`src/rtl/smb_cfg_pkg.sv`:
```
package smb_cfg_pkg;

  localparam logic [7:0] ADDR_WRITE = 8'hDC;
  localparam logic [7:0] ADDR_READ  = 8'hDD;
  localparam int unsigned SLOT_CTRL  = 0;
  localparam int unsigned SLOT_OEN   = 1;
  localparam int unsigned SLOT_STOP  = 2;
  localparam int unsigned SLOT_COUNT = 8;

  typedef enum logic [2:0] {
    PH_IDLE, PH_RX, PH_ACKPEND, PH_ACK, PH_TX, PH_RACK, PH_TXLOAD, PH_HOLD
  } smb_phase_e;

  typedef enum logic [1:0] {
    SG_ADDR, SG_INDEX, SG_COUNT, SG_WDATA
  } smb_stage_e;

  // reset value of each slot
  function automatic logic [7:0] slot_reset(int unsigned i);
    case (i)
      SLOT_CTRL:  return 8'h05;
      SLOT_OEN:   return 8'hFF;
      SLOT_COUNT: return 8'h09;
      default:    return 8'h00;
    endcase
  endfunction

  // bits that a write may change in each slot
  function automatic logic [7:0] slot_wmask(int unsigned i);
    case (i)
      SLOT_CTRL:  return 8'hE5;
      SLOT_OEN:   return 8'hFF;
      SLOT_STOP:  return 8'hFF;
      SLOT_COUNT: return 8'hFF;
      default:    return 8'h00;
    endcase
  endfunction

endpackage

```
`src/rtl/smb_line_front.sv`:
```
module smb_line_front #(
  parameter int SYNC_STAGES = 2
) (
  input  logic clk,
  input  logic rst_n,
  input  logic scl_i,
  input  logic sda_i,
  output logic sda_s_o,
  output logic scl_rise_o,
  output logic scl_fall_o,
  output logic start_o,
  output logic stop_o
);

  logic [SYNC_STAGES-1:0] scl_ff, sda_ff;
  logic scl_s, sda_s, scl_q, sda_q;

  assign scl_s = scl_ff[SYNC_STAGES-1];
  assign sda_s = sda_ff[SYNC_STAGES-1];

  always_ff @(posedge clk or negedge rst_n) begin
    if (!rst_n) begin
      scl_ff <= '1;
      sda_ff <= '1;
      scl_q  <= 1'b1;
      sda_q  <= 1'b1;
    end else begin
      scl_ff <= {scl_ff[SYNC_STAGES-2:0], scl_i};
      sda_ff <= {sda_ff[SYNC_STAGES-2:0], sda_i};
      scl_q  <= scl_s;
      sda_q  <= sda_s;
    end
  end

  always_comb begin
    sda_s_o    = sda_s;
    scl_rise_o = scl_s & ~scl_q;
    scl_fall_o = ~scl_s & scl_q;
    start_o    = scl_s & scl_q & sda_q & ~sda_s;
    stop_o     = scl_s & scl_q & ~sda_q & sda_s;
  end

endmodule

```
`src/rtl/smb_reg_bank.sv`:
```
module smb_reg_bank
  import smb_cfg_pkg::*;
#(
  parameter int IDX_W = 4
) (
  input  logic             clk,
  input  logic             rst_n,
  input  logic             wr_en_i,
  input  logic [IDX_W-1:0] wr_idx_i,
  input  logic [7:0]       wr_data_i,
  input  logic [IDX_W-1:0] rd_idx_i,
  output logic [7:0]       rd_data_o,
  input  logic [1:0]       sense_i,
  output logic [7:0]       ctrl_o,
  output logic [7:0]       oe_mask_o,
  output logic [7:0]       stop_sel_o,
  output logic [7:0]       cnt_o
);

  localparam int NSLOT = 1 << IDX_W;

  logic [7:0] slot_q [NSLOT];
  logic [7:0] view   [NSLOT];

  for (genvar g = 0; g < NSLOT; g++) begin : g_slot
    localparam logic [7:0] WMASK = slot_wmask(g);
    localparam logic [7:0] RVAL  = slot_reset(g);
    logic       we;
    logic [7:0] merged;
    logic [7:0] q_r;

    always_comb begin
      we     = wr_en_i && (wr_idx_i == IDX_W'(g));
      merged = (q_r & ~WMASK) | (wr_data_i & WMASK);
    end

    always_ff @(posedge clk or negedge rst_n) begin
      if (!rst_n)  q_r <= RVAL;
      else if (we) q_r <= merged;
    end

    assign slot_q[g] = q_r;
  end

  always_comb begin
    for (int k = 0; k < NSLOT; k++) view[k] = slot_q[k];
    view[SLOT_CTRL][3] = sense_i[1];
    view[SLOT_CTRL][1] = sense_i[0];
  end

  always_comb begin
    rd_data_o  = view[rd_idx_i];
    ctrl_o     = view[SLOT_CTRL];
    oe_mask_o  = slot_q[SLOT_OEN];
    stop_sel_o = slot_q[SLOT_STOP];
    cnt_o      = slot_q[SLOT_COUNT];
  end

endmodule

```
`src/rtl/smb_proto_fsm.sv`:
```
module smb_proto_fsm
  import smb_cfg_pkg::*;
#(
  parameter int IDX_W = 4
) (
  input  logic             clk,
  input  logic             rst_n,
  input  logic             sda_s_i,
  input  logic             scl_rise_i,
  input  logic             scl_fall_i,
  input  logic             start_i,
  input  logic             stop_i,
  input  logic [7:0]       rd_data_i,
  input  logic [7:0]       cnt_data_i,
  output logic [IDX_W-1:0] rd_idx_o,
  output logic             wr_en_o,
  output logic [IDX_W-1:0] wr_idx_o,
  output logic [7:0]       wr_data_o,
  output logic             sda_oe_o
);

  smb_phase_e       phase_q, phase_n;
  smb_stage_e       stage_q, stage_n;
  logic [2:0]       bit_q, bit_n;
  logic [7:0]       sh_q, sh_n;
  logic [IDX_W-1:0] idx_q, idx_n;
  logic             have_idx_q, have_idx_n;
  logic             rd_mode_q, rd_mode_n;
  logic             ack_q, ack_n;
  logic             cnt_phase_q, cnt_phase_n;
  logic             wr_en_q, wr_en_n;
  logic [IDX_W-1:0] wr_idx_q, wr_idx_n;
  logic [7:0]       wr_data_q, wr_data_n;
  logic [7:0]       rx_byte;

  assign rx_byte = {sh_q[6:0], sda_s_i};

  always_comb begin
    phase_n     = phase_q;
    stage_n     = stage_q;
    bit_n       = bit_q;
    sh_n        = sh_q;
    idx_n       = idx_q;
    have_idx_n  = have_idx_q;
    rd_mode_n   = rd_mode_q;
    ack_n       = ack_q;
    cnt_phase_n = cnt_phase_q;
    wr_en_n     = 1'b0;
    wr_idx_n    = wr_idx_q;
    wr_data_n   = wr_data_q;

    if (stop_i) begin
      phase_n    = PH_IDLE;
      have_idx_n = 1'b0;
      rd_mode_n  = 1'b0;
    end else if (start_i) begin
      phase_n   = PH_RX;
      stage_n   = SG_ADDR;
      bit_n     = 3'd0;
      rd_mode_n = 1'b0;
    end else begin
      unique case (phase_q)
        PH_IDLE, PH_HOLD: ;
        PH_RX: if (scl_rise_i) begin
          sh_n  = rx_byte;
          bit_n = bit_q + 3'd1;
          if (bit_q == 3'd7) begin
            phase_n = PH_ACKPEND;
            ack_n   = 1'b1;
            unique case (stage_q)
              SG_ADDR: begin
                if (rx_byte == ADDR_WRITE) stage_n = SG_INDEX;
                else if (rx_byte == ADDR_READ && have_idx_q) rd_mode_n = 1'b1;
                else ack_n = 1'b0;
              end
              SG_INDEX: begin
                idx_n      = rx_byte[IDX_W-1:0];
                have_idx_n = 1'b1;
                stage_n    = SG_COUNT;
              end
              SG_COUNT: stage_n = SG_WDATA;
              SG_WDATA: begin
                wr_en_n   = 1'b1;
                wr_idx_n  = idx_q;
                wr_data_n = rx_byte;
                idx_n     = idx_q + 1'b1;
              end
              default: ;
            endcase
          end
        end
        PH_ACKPEND: if (scl_fall_i) phase_n = ack_q ? PH_ACK : PH_HOLD;
        PH_ACK: if (scl_fall_i) begin
          bit_n = 3'd0;
          if (rd_mode_q) begin
            sh_n        = cnt_data_i;
            cnt_phase_n = 1'b1;
            phase_n     = PH_TX;
          end else begin
            phase_n = PH_RX;
          end
        end
        PH_TX: if (scl_fall_i) begin
          if (bit_q == 3'd7) begin
            phase_n = PH_RACK;
          end else begin
            sh_n  = {sh_q[6:0], 1'b0};
            bit_n = bit_q + 3'd1;
          end
        end
        PH_RACK: if (scl_rise_i) begin
          if (!cnt_phase_q) idx_n = idx_q + 1'b1;
          cnt_phase_n = 1'b0;
          phase_n     = sda_s_i ? PH_HOLD : PH_TXLOAD;
        end
        PH_TXLOAD: if (scl_fall_i) begin
          sh_n    = rd_data_i;
          bit_n   = 3'd0;
          phase_n = PH_TX;
        end
        default: phase_n = PH_IDLE;
      endcase
    end
  end

  always_ff @(posedge clk or negedge rst_n) begin
    if (!rst_n) begin
      phase_q     <= PH_IDLE;
      stage_q     <= SG_ADDR;
      bit_q       <= 3'd0;
      sh_q        <= 8'h00;
      idx_q       <= '0;
      have_idx_q  <= 1'b0;
      rd_mode_q   <= 1'b0;
      ack_q       <= 1'b0;
      cnt_phase_q <= 1'b0;
      wr_en_q     <= 1'b0;
      wr_idx_q    <= '0;
      wr_data_q   <= 8'h00;
    end else begin
      phase_q     <= phase_n;
      stage_q     <= stage_n;
      bit_q       <= bit_n;
      sh_q        <= sh_n;
      idx_q       <= idx_n;
      have_idx_q  <= have_idx_n;
      rd_mode_q   <= rd_mode_n;
      ack_q       <= ack_n;
      cnt_phase_q <= cnt_phase_n;
      wr_en_q     <= wr_en_n;
      wr_idx_q    <= wr_idx_n;
      wr_data_q   <= wr_data_n;
    end
  end

  always_comb begin
    rd_idx_o  = idx_q;
    wr_en_o   = wr_en_q;
    wr_idx_o  = wr_idx_q;
    wr_data_o = wr_data_q;
    sda_oe_o  = (phase_q == PH_ACK) | ((phase_q == PH_TX) & ~sh_q[7]);
  end

endmodule

```
`src/rtl/smb_cfg_target.sv`:
```
module smb_cfg_target #(
  parameter int IDX_W       = 4,
  parameter int SYNC_STAGES = 2
) (
  input  logic       clk,
  input  logic       rst_n,
  input  logic       scl_i,
  input  logic       sda_i,
  output logic       sda_oe_o,
  input  logic [1:0] sense_i,
  output logic [7:0] ctrl_o,
  output logic [7:0] oe_mask_o,
  output logic [7:0] stop_sel_o,
  output logic [7:0] xfer_cnt_o
);

  logic [1:0]       rst_pipe;
  logic             rst_core_n;
  logic             sda_s, scl_rise, scl_fall, start_det, stop_det;
  logic             wr_en;
  logic [IDX_W-1:0] wr_idx, rd_idx;
  logic [7:0]       wr_data, rd_data;

  always_ff @(posedge clk or negedge rst_n) begin
    if (!rst_n) rst_pipe <= 2'b00;
    else        rst_pipe <= {rst_pipe[0], 1'b1};
  end
  assign rst_core_n = rst_pipe[1];

  smb_line_front #(.SYNC_STAGES(SYNC_STAGES)) u_front (
    .clk(clk), .rst_n(rst_core_n), .scl_i(scl_i), .sda_i(sda_i),
    .sda_s_o(sda_s), .scl_rise_o(scl_rise), .scl_fall_o(scl_fall),
    .start_o(start_det), .stop_o(stop_det)
  );

  smb_proto_fsm #(.IDX_W(IDX_W)) u_fsm (
    .clk(clk), .rst_n(rst_core_n), .sda_s_i(sda_s),
    .scl_rise_i(scl_rise), .scl_fall_i(scl_fall),
    .start_i(start_det), .stop_i(stop_det),
    .rd_data_i(rd_data), .cnt_data_i(xfer_cnt_o), .rd_idx_o(rd_idx),
    .wr_en_o(wr_en), .wr_idx_o(wr_idx), .wr_data_o(wr_data),
    .sda_oe_o(sda_oe_o)
  );

  smb_reg_bank #(.IDX_W(IDX_W)) u_bank (
    .clk(clk), .rst_n(rst_core_n), .wr_en_i(wr_en), .wr_idx_i(wr_idx),
    .wr_data_i(wr_data), .rd_idx_i(rd_idx), .rd_data_o(rd_data),
    .sense_i(sense_i), .ctrl_o(ctrl_o), .oe_mask_o(oe_mask_o),
    .stop_sel_o(stop_sel_o), .cnt_o(xfer_cnt_o)
  );

endmodule

```
`config.mk`:
```
export PLATFORM = sky130hd
export DESIGN_NAME = smb_cfg_target
export DESIGN_NICKNAME = d
export VERILOG_FILES = /design/src/rtl/smb_cfg_pkg.sv /design/src/rtl/smb_line_front.sv /design/src/rtl/smb_reg_bank.sv /design/src/rtl/smb_proto_fsm.sv /design/src/rtl/smb_cfg_target.sv
export SDC_FILE = /design/constraint.sdc
export NUM_CORES = 1
export LEC_CHECK = 0
export ABC_AREA = 1
export BUFFER_PORTS_ARGS = -buffer_cell sky130_fd_sc_hd__buf_2
export CORE_UTILIZATION = 35
export DETAILED_ROUTE_END_ITERATION = 10
export GPL_ROUTABILITY_DRIVEN = 0
export MAX_ROUTING_LAYER = met4
export PLACE_DENSITY = 0.64
export SLEW_MARGIN = 25
export SYNTH_ARGS = -nofsm -noshare
export SYNTH_HDL_FRONTEND = slang
export SYNTH_SLANG_ARGS = --single-unit
export TNS_END_PERCENT = 5
```
`constraint.sdc`:
```
create_clock -name clk -period 3.05 [get_ports clk]
set_input_delay 0.7625 -clock clk [delete_from_list [all_inputs] [get_ports clk]]
set_output_delay 0.7625 -clock clk [all_outputs]
set_load 0.005 [all_outputs]
```
* Word level (Yosys, flattened, before mapping) *
Index checks and enable logic that the tools add are counted.

storage, ports and cells
  register bits = 77
  input port bits = 6
  logic and storage cells = 187

cells by class
  $add $sub $neg = 2
  magnitude comparators = 1
  equal/unequal tests = 40
  mux-type cells = 69
  bitwise logic cells = 18
  reduce and logical (&&, ||, !) cells = 36

operators by type and width
  operator            number
  $mux 8              8
  $mux 3              17
  $bmux 8 s4          1
  $pmux 8 s4          1
  $reduce_and 6->1    5
  $mux 1              27
  $ne 4x4->1 const B  6
  $pmux 3 s6          1
  $reduce_and 9->1    2
  $reduce_bool 2->1   9
  $eq 8x8->1 const B  2
  $mux 4              4
  $pmux 4 s2          2
  $ne 3x3->1 const B  5
  $reduce_bool 3->1   5
  $ne 2x2->1 const B  7
  $eq 3x3->1 const B  4
  $reduce_bool 4->1   3
  $mux 2              5
  $reduce_and 5->1    2
  $pmux 3 s3          1
  $and 1x1->1         8
  $ne 4x3->1 const B  2
  $or 5x8->8          1
  other kinds (24)    38

* Longest topological paths before layout *
Gate-level depths: netlist of the first run.

  depth after elaboration = 10
  gate-level depth with buffers = 12

* By module *
A second synthesis of the first run with hierarchy kept.

unflattened totals
  cells, all modules = 566
  area total of the unflattened synthesis = 4,220.3 um^2

by module, submodules not included
  module          instances  cells an instance  area each (um^2)
  smb_proto_fsm   1          323                2,227.1
  smb_reg_bank    1          223                1,740.4
  smb_line_front  1          17                 198.9
  smb_cfg_target  1          3                  53.8

* Worst setup path before layout of the first run *
OpenSTA, ideal clock, no wires.

  path type = register -> output
  start point = register u_fsm.phase_q[0]
  end point = output sda_oe_o
  arrival time = 0.901 ns
  slack = 1.387 ns
  stages on the path, launching flop included = 5
  buffers on the path = 1
  path through = dfrtp_1 > buf_6 > nor2_1 > nand2_2 > o21ai_0

between the ends
  cells in the longest elaborated chain, start to end = 3
  elaborated cells on any way between the ends = 4
  those cells by class = 2 x eq/ne; 2 x bitwise

RTL lines
  what                    line                  RTL
  start, declared         smb_proto_fsm.sv:22   smb_phase_e phase_q, phase_n;
  start signal, assigned  smb_proto_fsm.sv:141  phase_q <= phase_n;
  $eq 3x3->1              smb_proto_fsm.sv:161  sda_oe_o = (phase_q == PH_ACK) | ((phase_q == PH_TX) & ~sh_q[7]);
  $and 1x1->1             smb_proto_fsm.sv:161
  $or 1x1->1 (*)          smb_proto_fsm.sv:161
  end, declared           smb_cfg_target.sv:9   output logic sda_oe_o,

Mark *: on every way between the ends. The rest lies on a longest branch, timed or not.

* Worst setup path in the final report of the first run *
Same ends and word-level chain as after synthesis.

==> results.md, run 1 <==
* Worst ir drop on vdd at approximately 0.0003 V
* Detailed-route wire length on metal 1 at 4190 microns
* Antenna-violating nets left at 0
* Share of power burned in combinational logic at 34.5%
* Post-synthesis cell area at between 3000 and 4000 sq um
* Reg-to-reg startpoint: u_fsm.phase_q[2]$_DFFE_PN0P_
* Sum of met3 wire segment lengths after detailed routing at slightly below 400 microns
* Total power density per cell area at ~720 nW/um^2
* Data arrival time of the critical path at 1.56 ns
* Average wire per standard cell at 13.6 microns
* Sequential element share of the synthesized area at 48.3%
* Sw frac at around two fifths
* Register area at roughly 1900 sq um
* Hold_buf cts at 0
* Synthesized-area fraction occupied by and/or/nand/nor cells at 31.1%
* Vertical extent of the die at 107 microns
* TritonCTS clock tree: built
* Number of distinct library cell variants in the gate-level netlist after synthesis at 32
* Count of buffers from port buffering at 37
* Number of cell instances on the worst register-to-register path at 8
* Minimum setup slack after placement at 1.09 ns
* Minimum period implied by the final worst setup slack at 2.32 ns
* Drt first pass iters at 4
* Net Count, Synth at a little over 500
* Required time reported for the critical path endpoint at 2.29 ns
* CTS clk-pin slew, worst paths at 0.08 ns
* X dimension of the die at 107 microns
* Static Leakage at 2.17 nW
* Type of origin of the critical path: flop
* Net switching component of the power at ~0.0013 W
* Capturing point of the worst reg2reg path: u_fsm.bit_q[0]$_DFFE_PN0P_
* I/O pin count at 39
* Synth async-reset ratio at 100%
* Share of post-route cells with drive strength above 1 at between 10% and 20%
* Clock root buffer: clkbuf_8
* Outcome: finished, final reports clean
* Relative slew slack at 42.7%
* Number of nets in the final layout at 552
* Main flop type after synthesis: dfrtp_1
* Worst Hold Class: primary input to asynchronous set/reset pin
* Residual DRC count at 0
* Final Worst Setup Slack at 0.732 ns
* Post-synth top area share at 36.1%
* Max Used Layer: met4
* Critical Path Fanout Max at 10
* Path type of the worst setup path: flop to primary output
* Maximum number of pins on one net before global-route repair at 40
* Xor-xnor portion of the synthesized cell area at less than 1%
* Die area at 11,500 sq um
* Measured slew at the worst slew-check pin at approximately 0.86 ns
* Warnings, synthesis at 0
* Number of global-route vias before repair at 3,453
* Worst-case register-to-register setup slack at ~1.1 ns
* Clock power share at roughly 25%
* Period utilization at between 70% and 80%
* Max-slew violation count at 0
* First DRT Iteration DRCs at approximately 240
* Final setup fails at 0
* Number of register bits inferred by synthesis at 74
* Count of flip-flops with a built-in enable after synthesis at 0
* Max-cap violation count at 0
* Area of the core region at around 11,000 sq um
* Cell internal power dissipation at 0.00186 W
* Total wirelength of the detailed-routed design at 9260 microns
* Fin Setup TNS at 0 ns
* Area overhead of the layout relative to synthesis at 13.0%
* Top post-synthesis cells by area: dfrtp_1 36%, nand2_1 17%, dfstp_2 12%
* Most area-hungry cell type in the Yosys netlist: dfrtp_1
* Number of core rows at 38
* Clk buf depth at 2
* Number of diodes added for antenna fixing at 0
* Met2 Wirelength at between 4000 and 5000 microns
* CP endpoint kind: primary output
* Compound-cell area share of the yosys netlist at ~10%
* Instance count of the mapped netlist at 501
* F_max at ~430 MHz
* Fill cell instance count of the final layout at roughly 1,100
* GRT overflow at 0
* Detail Placement HPWL at a little under 7000 microns
* Final total power at between 0.003 and 0.004 W
* Area of the multi-input gates at 1730 sq um
* RSZ-0062 raised after global routing: no
* CTS Sinks at 74
* Final hold vios at 0
* Count of H-tree levels built during CTS at 3
* First-pass GRT wire length at 16,300 microns
* Total CTS buffers at 9
* Resized Gates After CTS at 0
* Mean post-synth cell area at just under 8 sq um
* Sequential cell fraction of total power at roughly 40%
* Worst-case hold slack at around 0.17 ns
* Final clock skew at roughly 0.015 ns
* Multiplexer share of the synthesized area at 0%
* Number of antenna violations at the first check in global routing at 0
* Vias at 3,337
* Count of buffers added by post-CTS timing repair for setup at 0
* Clk_lat worst skew at approximately 0.36 ns
* Adder and majority cell fraction of the synthesized area at roughly 2.6%
* Initial standard-cell utilization of the core at 35.8%
* Dominant combinational cell family by area after synthesis: simple AND/OR/NAND/NOR gates
* Avg Vias per Cell at 4.89
* Overall global routing resource usage at 18.8%
-- state kept, by name (all words and copies together) (netlist names), 2 cells and up --
| signal | count |
|---|---|
| rst_pipe | 2 |
| u_bank.cnt_o | 8 |
| u_bank.g_slot.q_r | 5 |
| u_bank.oe_mask_o | 8 |
| u_bank.stop_sel_o | 8 |
| u_front.scl_ff | 2 |
| u_front.sda_ff | 2 |
| u_fsm.bit_q | 3 |
| u_fsm.phase_q | 3 |
| u_fsm.rd_idx_o | 4 |
| u_fsm.sh_q | 8 |
| u_fsm.stage_q | 2 |
| u_fsm.wr_data_o | 8 |
| u_fsm.wr_idx_o | 4 |
-- per-layer routing --
| metal | up-vias | track usage, % |
|---|---|---|
| li1 | 1677 | - |
| met1 | 1579 | 23.5 |
| met2 | 71 | 29.7 |
| met3 | 10 | 4.24 |
| met4 | 0 | 7.05 |
| met5 | - | - |
-- critical path, stage by stage (launching register included) --
cell	delay [ns]
dfrtp_1	0.52
nor2_1	0.18
nand2_2	0.15
o21ai_0	0.21
buf_2	0.14
-- cell usage after synthesis (all sizes together) (8+ instances only) --
library cell and count:
nor2 44, nand4 9, o21ai 62, nand2 177, nand3 35, nor3 8
buf 12, inv 47, dfstp 18, a21oi 11, dfrtp 56, ha 8
-- placed cells by master, fill, tap and decap left out --
master / count
inv_2: 4
a22oi_1: 1
dfrtp_2: 1
nor3_2: 3
o211ai_1: 2
clkbuf_1: 1
inv_4: 1
nor2_1: 39
buf_4: 5
nor2_4: 4
nand3_2: 2
nand2_2: 5
inv_1: 42
dfstp_2: 18
clkbuf_8: 10
clkinv_4: 3
nand3_1: 33
a21oi_1: 11
clkinvlp_4: 1
o22ai_1: 1
xor2_1: 1
o21ai_0: 57
bufinv_16: 1
nand3b_1: 2
nor2_8: 1
nand2_1: 171
dfrtp_1: 55
nand2_4: 1
xnor2_1: 1
o21ai_1: 5
nand4_1: 9
buf_2: 37
conb_1: 2
nor3_1: 5
ha_1: 8
-- power by group through the flow --
stage	clock (W)	sequential, W	combinational [W]
detailed placement	0	0.00129	0.00108
global route	0.000853	0.00130	0.00127
finish	0.000793	0.00127	0.00109
global placement	0	0.00128	0.00106
CTS	0.000811	0.00127	0.00109
floorplan	0	0.00121	0.000914
-- worst max path at each step --
stage,startpoint,depth (start not counted),endpoint
final,u_fsm.phase_q[0]$_DFFE_PN0P_,4,sda_oe_o
after global routing,u_fsm.phase_q[0]$_DFFE_PN0P_,4,sda_oe_o
after CTS,u_fsm.phase_q[0]$_DFFE_PN0P_,4,sda_oe_o
after detailed placement,u_fsm.phase_q[0]$_DFFE_PN0P_,4,sda_oe_o
after global placement,u_fsm.phase_q[0]$_DFFE_PN0P_,4,sda_oe_o
after floorplan,rst_pipe[1]$_DFF_PN0_,0,u_bank.cnt_o[1]$_DFFE_PN0P_
-- metrics by stage --
| step | cell area [sq um] | utilization [%] | instances |
|---|---|---|---|
| after floorplan | 3880 | - | 501 |
| after global placement | 4180 | 38.6 | 667 |
| after detailed placement | 4180 | 38.6 | 667 |
| after CTS | 4380 | 40.4 | 683 |
| after global routing | 4380 | 40.4 | 683 |
| final | 4380 | 40.4 | 683 |
-- kinds of logic (layout without fill, tap and decap cells) --
logic type	after synthesis	count (layout)
AOI/OAI and AO/OA	77	77
xor gates and xnor gates	2	2
adders and majority gates	8	8
buffers and inverters	63	105
DFF	74	74
other	2	2
and+or+nand+nor	275	275
-- cell type report --
type / instances / area share [%]
Clock buffer: 11 / 3.22
Sequential cell: 74 / 42.8
Timing Repair Buffer: 42 / 5.08
Multi-Input combinational cell: 364 / 39.4
Tap cell: 140 / 4.00
Inverter: 47 / 4.08
Clock inverter: 5 / 1.46
Note: power is estimated with default switching activity, not from simulation.
==> inputs of run 2 (changes only) <==
--- a/config.mk
+++ b/config.mk
@@ -5,13 +5,13 @@
 export SDC_FILE = /design/constraint.sdc
 export NUM_CORES = 1
 export LEC_CHECK = 0
-export ABC_AREA = 1
+export ABC_AREA = 0
 export BUFFER_PORTS_ARGS = -buffer_cell sky130_fd_sc_hd__buf_2
 export CORE_UTILIZATION = 35
 export DETAILED_ROUTE_END_ITERATION = 10
 export GPL_ROUTABILITY_DRIVEN = 0
 export MAX_ROUTING_LAYER = met4
-export PLACE_DENSITY = 0.64
+export PLACE_DENSITY = 0.66
 export SLEW_MARGIN = 25
 export SYNTH_ARGS = -nofsm -noshare
 export SYNTH_HDL_FRONTEND = slang
==> constraint.sdc (replaced) <==
create_clock -name clk -period 2.1 [get_ports clk]
set_input_delay 0.525 -clock clk [delete_from_list [all_inputs] [get_ports clk]]
set_output_delay 0.525 -clock clk [all_outputs]
set_load 0.005 [all_outputs]
==> run 2 against run 1 <==
Worst setup slack worse by 0.68 ns. Combinational power is 14% higher. Routed wire length is 3.1% lower. Non-clock buffer count is 33 higher. Critical path depth is 3 higher. Clock power is 41% higher. Register-to-register slack worse by 1.0 ns. Sequential power is 38% higher. Critical path type is now flop to flop. Flip-flop and latch count stayed put. Largest cell class unchanged. First-iteration DRC count is 44% lower. Hold slack better by 0.011 ns. Synthesized area is 3.1% lower.
==> results.md, run 2 <==
* Total wirelength of the detailed-routed design at 8970 microns
* Clk buf depth at 2
* Area overhead of the layout relative to synthesis at 21.0%
* Count of H-tree levels built during CTS at 3
* Number of diodes added for antenna fixing at 0
* Type of origin of the critical path: flop
* CP endpoint kind: flop
* I/O pin count at 39
* Measured slew at the worst slew-check pin at about 0.66 ns
* Worst ir drop on vdd at 0.000371 V
* Residual DRC count at 0
* Antenna-violating nets left at 0
* Most used standard cell by instance count after synthesis: dfrtp_1
* Warnings, synthesis at 0
* Busiest layer in global routing: met2
* Max-cap violation count at 0
* Max-slew violation count at 0
* Xor-xnor portion of the synthesized cell area at less than 1%
* Global-route met1 utilization at 24.2%
* F_max at 487 MHz
* Initial standard-cell utilization of the core at 36.2%
* Outcome: finished, final reports clean
* First-pass GRT wire length at 15,200 microns
* Number of nets in the final layout at about 410
* Number of global-route vias before repair at 3,035
* Final total power at 0.00411 W
* Relative slew slack at 55.3%
* Top library cells by usage in the layout, fill and taps aside: 54 x dfrtp_1, 41 x mux2_2, 37 x buf_2
* Final setup fails at 0
* Maximum number of pins on one net before global-route repair at 39
* Number of core rows at 37
* Minimum period implied by the final worst setup slack at just over 2 ns
* Clock root buffer: clkbuf_8
* Vias at 2,899
* CTS Sinks at 74
* Final hold vios at 0
* Static Leakage at 2.13 nW
* Number of cell instances on the worst register-to-register path at 7
* Most area-hungry cell type in the Yosys netlist: dfrtp_1
* Multiplexer share of the synthesized area at 14.1%
* Sequential element share of the synthesized area at roughly half
* Number of distinct library cell variants in the gate-level netlist after synthesis at 56
* Top post-synthesis cells by area: dfrtp_1 37%, dfstp_2 13%, mux2_2 12%
* Mean post-synth cell area at 11.3 sq um
* First DRT Iteration DRCs at 136
* Adder and majority cell fraction of the synthesized area at 2.66%
* Placed instance count at roughly 500
* Layout Cells excl Fill at 539
* Net Count, Synth at 346
* Die area at 11,200 sq um
* Most common library cells after synthesis: 56 x dfrtp_1, 41 x mux2_2, 19 x o21ai_0
* Average wire per standard cell at approximately 17 microns
* Post-synth top area share at 37.3%
* Count of buffers from port buffering at 37
* Area of the core region at 10,400 sq um
* CTS clk-pin slew, worst paths at 0.08 ns
* Number of register bits inferred by synthesis at 74
* Drt first pass iters at 4
* Compound-cell area share of the yosys netlist at 14.0%
* Total non-filler cell area in the finished layout at 4550 sq um
* Vertical extent of the die at about 110 microns
* Synth async-reset ratio at 100%
* Post-synthesis cell area at 3760 sq um
* GRT met3 Usage at under 10%
* Critical Path Fanout Max at 8
* RSZ-0062 raised after global routing: yes
* Dominant combinational cell family by area after synthesis: simple AND/OR/NAND/NOR gates
* Main flop type after synthesis: dfrtp_1
* Period utilization at 97.7%
* X dimension of the die at 106 microns
* Data arrival time of the critical path at 2.29 ns
* Final clock skew at around 0.016 ns
* Detail Placement HPWL at 6380 microns
* Total CTS buffers at 9
* Overall global routing resource usage at 18.1%
* Most common library cell in the layout ignoring fill and taps: dfrtp_1
* Worst Hold Class: flop to asynchronous set/reset pin
* Chain of cells forming the critical path: ha_1 > ha_2 > nor3b_2 > o221a_2 > or3b_4 > buf_6 > a22o_1
* Number of antenna violations at the first check in global routing at 0
* Path type of the worst setup path: flop to flop
* Global-route met2 utilization at 26.1%
* Avg Vias per Cell at roughly 5.4
* Instance area after placement at about 4200 sq um
* TritonCTS clock tree: built
* Clk_lat worst skew at 0.35 ns
* Share of post-route cells with drive strength above 1 at 41.2%
* Fill cell instance count of the final layout at 1,031
* Count of flip-flops with a built-in enable after synthesis at 0
* Required time reported for the critical path endpoint at 2.34 ns
* Synthesized-area fraction occupied by and/or/nand/nor cells at about 14%
* Worst path max stage delay at 0.40 ns
* Total power density per cell area at 903 nW/um^2
* Fin Setup TNS at 0 ns
* GRT overflow at 0
* Instance count of the mapped netlist at 332
* Crit path max-delay cell type: dfrtp_1
run 2: worst paths after layout:
kind | start | endpoint | slack [ns]
min in group clk | scl_i | u_front.scl_ff[0]$_DFF_PN1_ | 0.27
hold / removal | rst_pipe[1]$_DFF_PN0_ | u_fsm.stage_q[0]$_DFFE_PN0P_ | 0.18
setup reg to reg | u_fsm.bit_q[0]$_DFFE_PN0P_ | u_fsm.sh_q[4]$_DFFE_PN0P_ | 0.05
hold reg to reg | rst_pipe[1]$_DFF_PN0_ | u_fsm.stage_q[0]$_DFFE_PN0P_ | 0.18
setup / recovery | u_fsm.bit_q[0]$_DFFE_PN0P_ | u_fsm.sh_q[4]$_DFFE_PN0P_ | 0.05
max in group asynchronous | rst_pipe[1]$_DFF_PN0_ | u_bank.oe_mask_o[4]$_DFFE_PN1P_ | 1.26
run 2: cell type report:
cell class | count | area (sq um) | share of cell area [%]
inverters | 7 | 26.3 | 0.578
well taps | 136 | 170 | 3.74
repair buffers | 75 | 509 | 11.2
flip-flops and latches | 74 | 1880 | 41.3
multi-input cells | 231 | 1770 | 38.9
clock buffers | 12 | 145 | 3.19
clock inverters | 4 | 53.8 | 1.18
run 2: cells by family after synthesis:
kind of cell,Yosys count
and+or+nand+nor,92
AOI/OAI and AO/OA,78
DFF,74
muxes,48
buffers and inverters,27
adders and majority gates,8
xor gates and xnor gates,3
other,2
run 2: what timing repair did:
| item | CTS | global route |
|---|---|---|
| endpoints found under the hold margin | 2 | 0 |
| buffers inserted | 2 | 4 |
| setup endpoints to repair | 9 | 9 |
| pin swaps | 1 | 1 |
| hold buffers | 1 | 0 |
| gates cloned | 1 | 0 |
| resized for setup | 7 | 9 |
run 2: through the flow:
| step | setup WS, ns | hold slack [ns] | util, % |
|---|---|---|---|
| floorplan | -0.0325 | 0.229 | - |
| global placement | 0.0173 | 0.175 | 40.9 |
| detailed placement | -0.0139 | 0.185 | 40.9 |
| CTS | 0.000173 | 0.187 | 43.3 |
| global route | -0.0245 | 0.208 | 43.9 |
| finish | 0.0476 | 0.177 | 43.9 |
run 2: power by group:
group	internal, W	switching (W)
Sequential	0.00157	0.000181
Combinational	0.000618	0.000617
Clock	0.000585	0.000536
Total	0.00278	0.00133
run 2: routing by layer:
| layer | part of all wire (%) | vias to the layer above |
|---|---|---|
| met5 | 0 | - |
| met4 | 3.5 | 0 |
| met3 | 3.8 | 24 |
| met2 | 44 | 78 |
| met1 | 48 | 1444 |
| li1 | - | 1353 |
run 2: critical path: cells and delay by family (launching register included):
kind            cells  cell delay (ns)
compound gates      2             0.44
fa+ha+maj           2             0.40
buf+inv             1             0.15
flops               1             0.40
simple gates        2             0.53
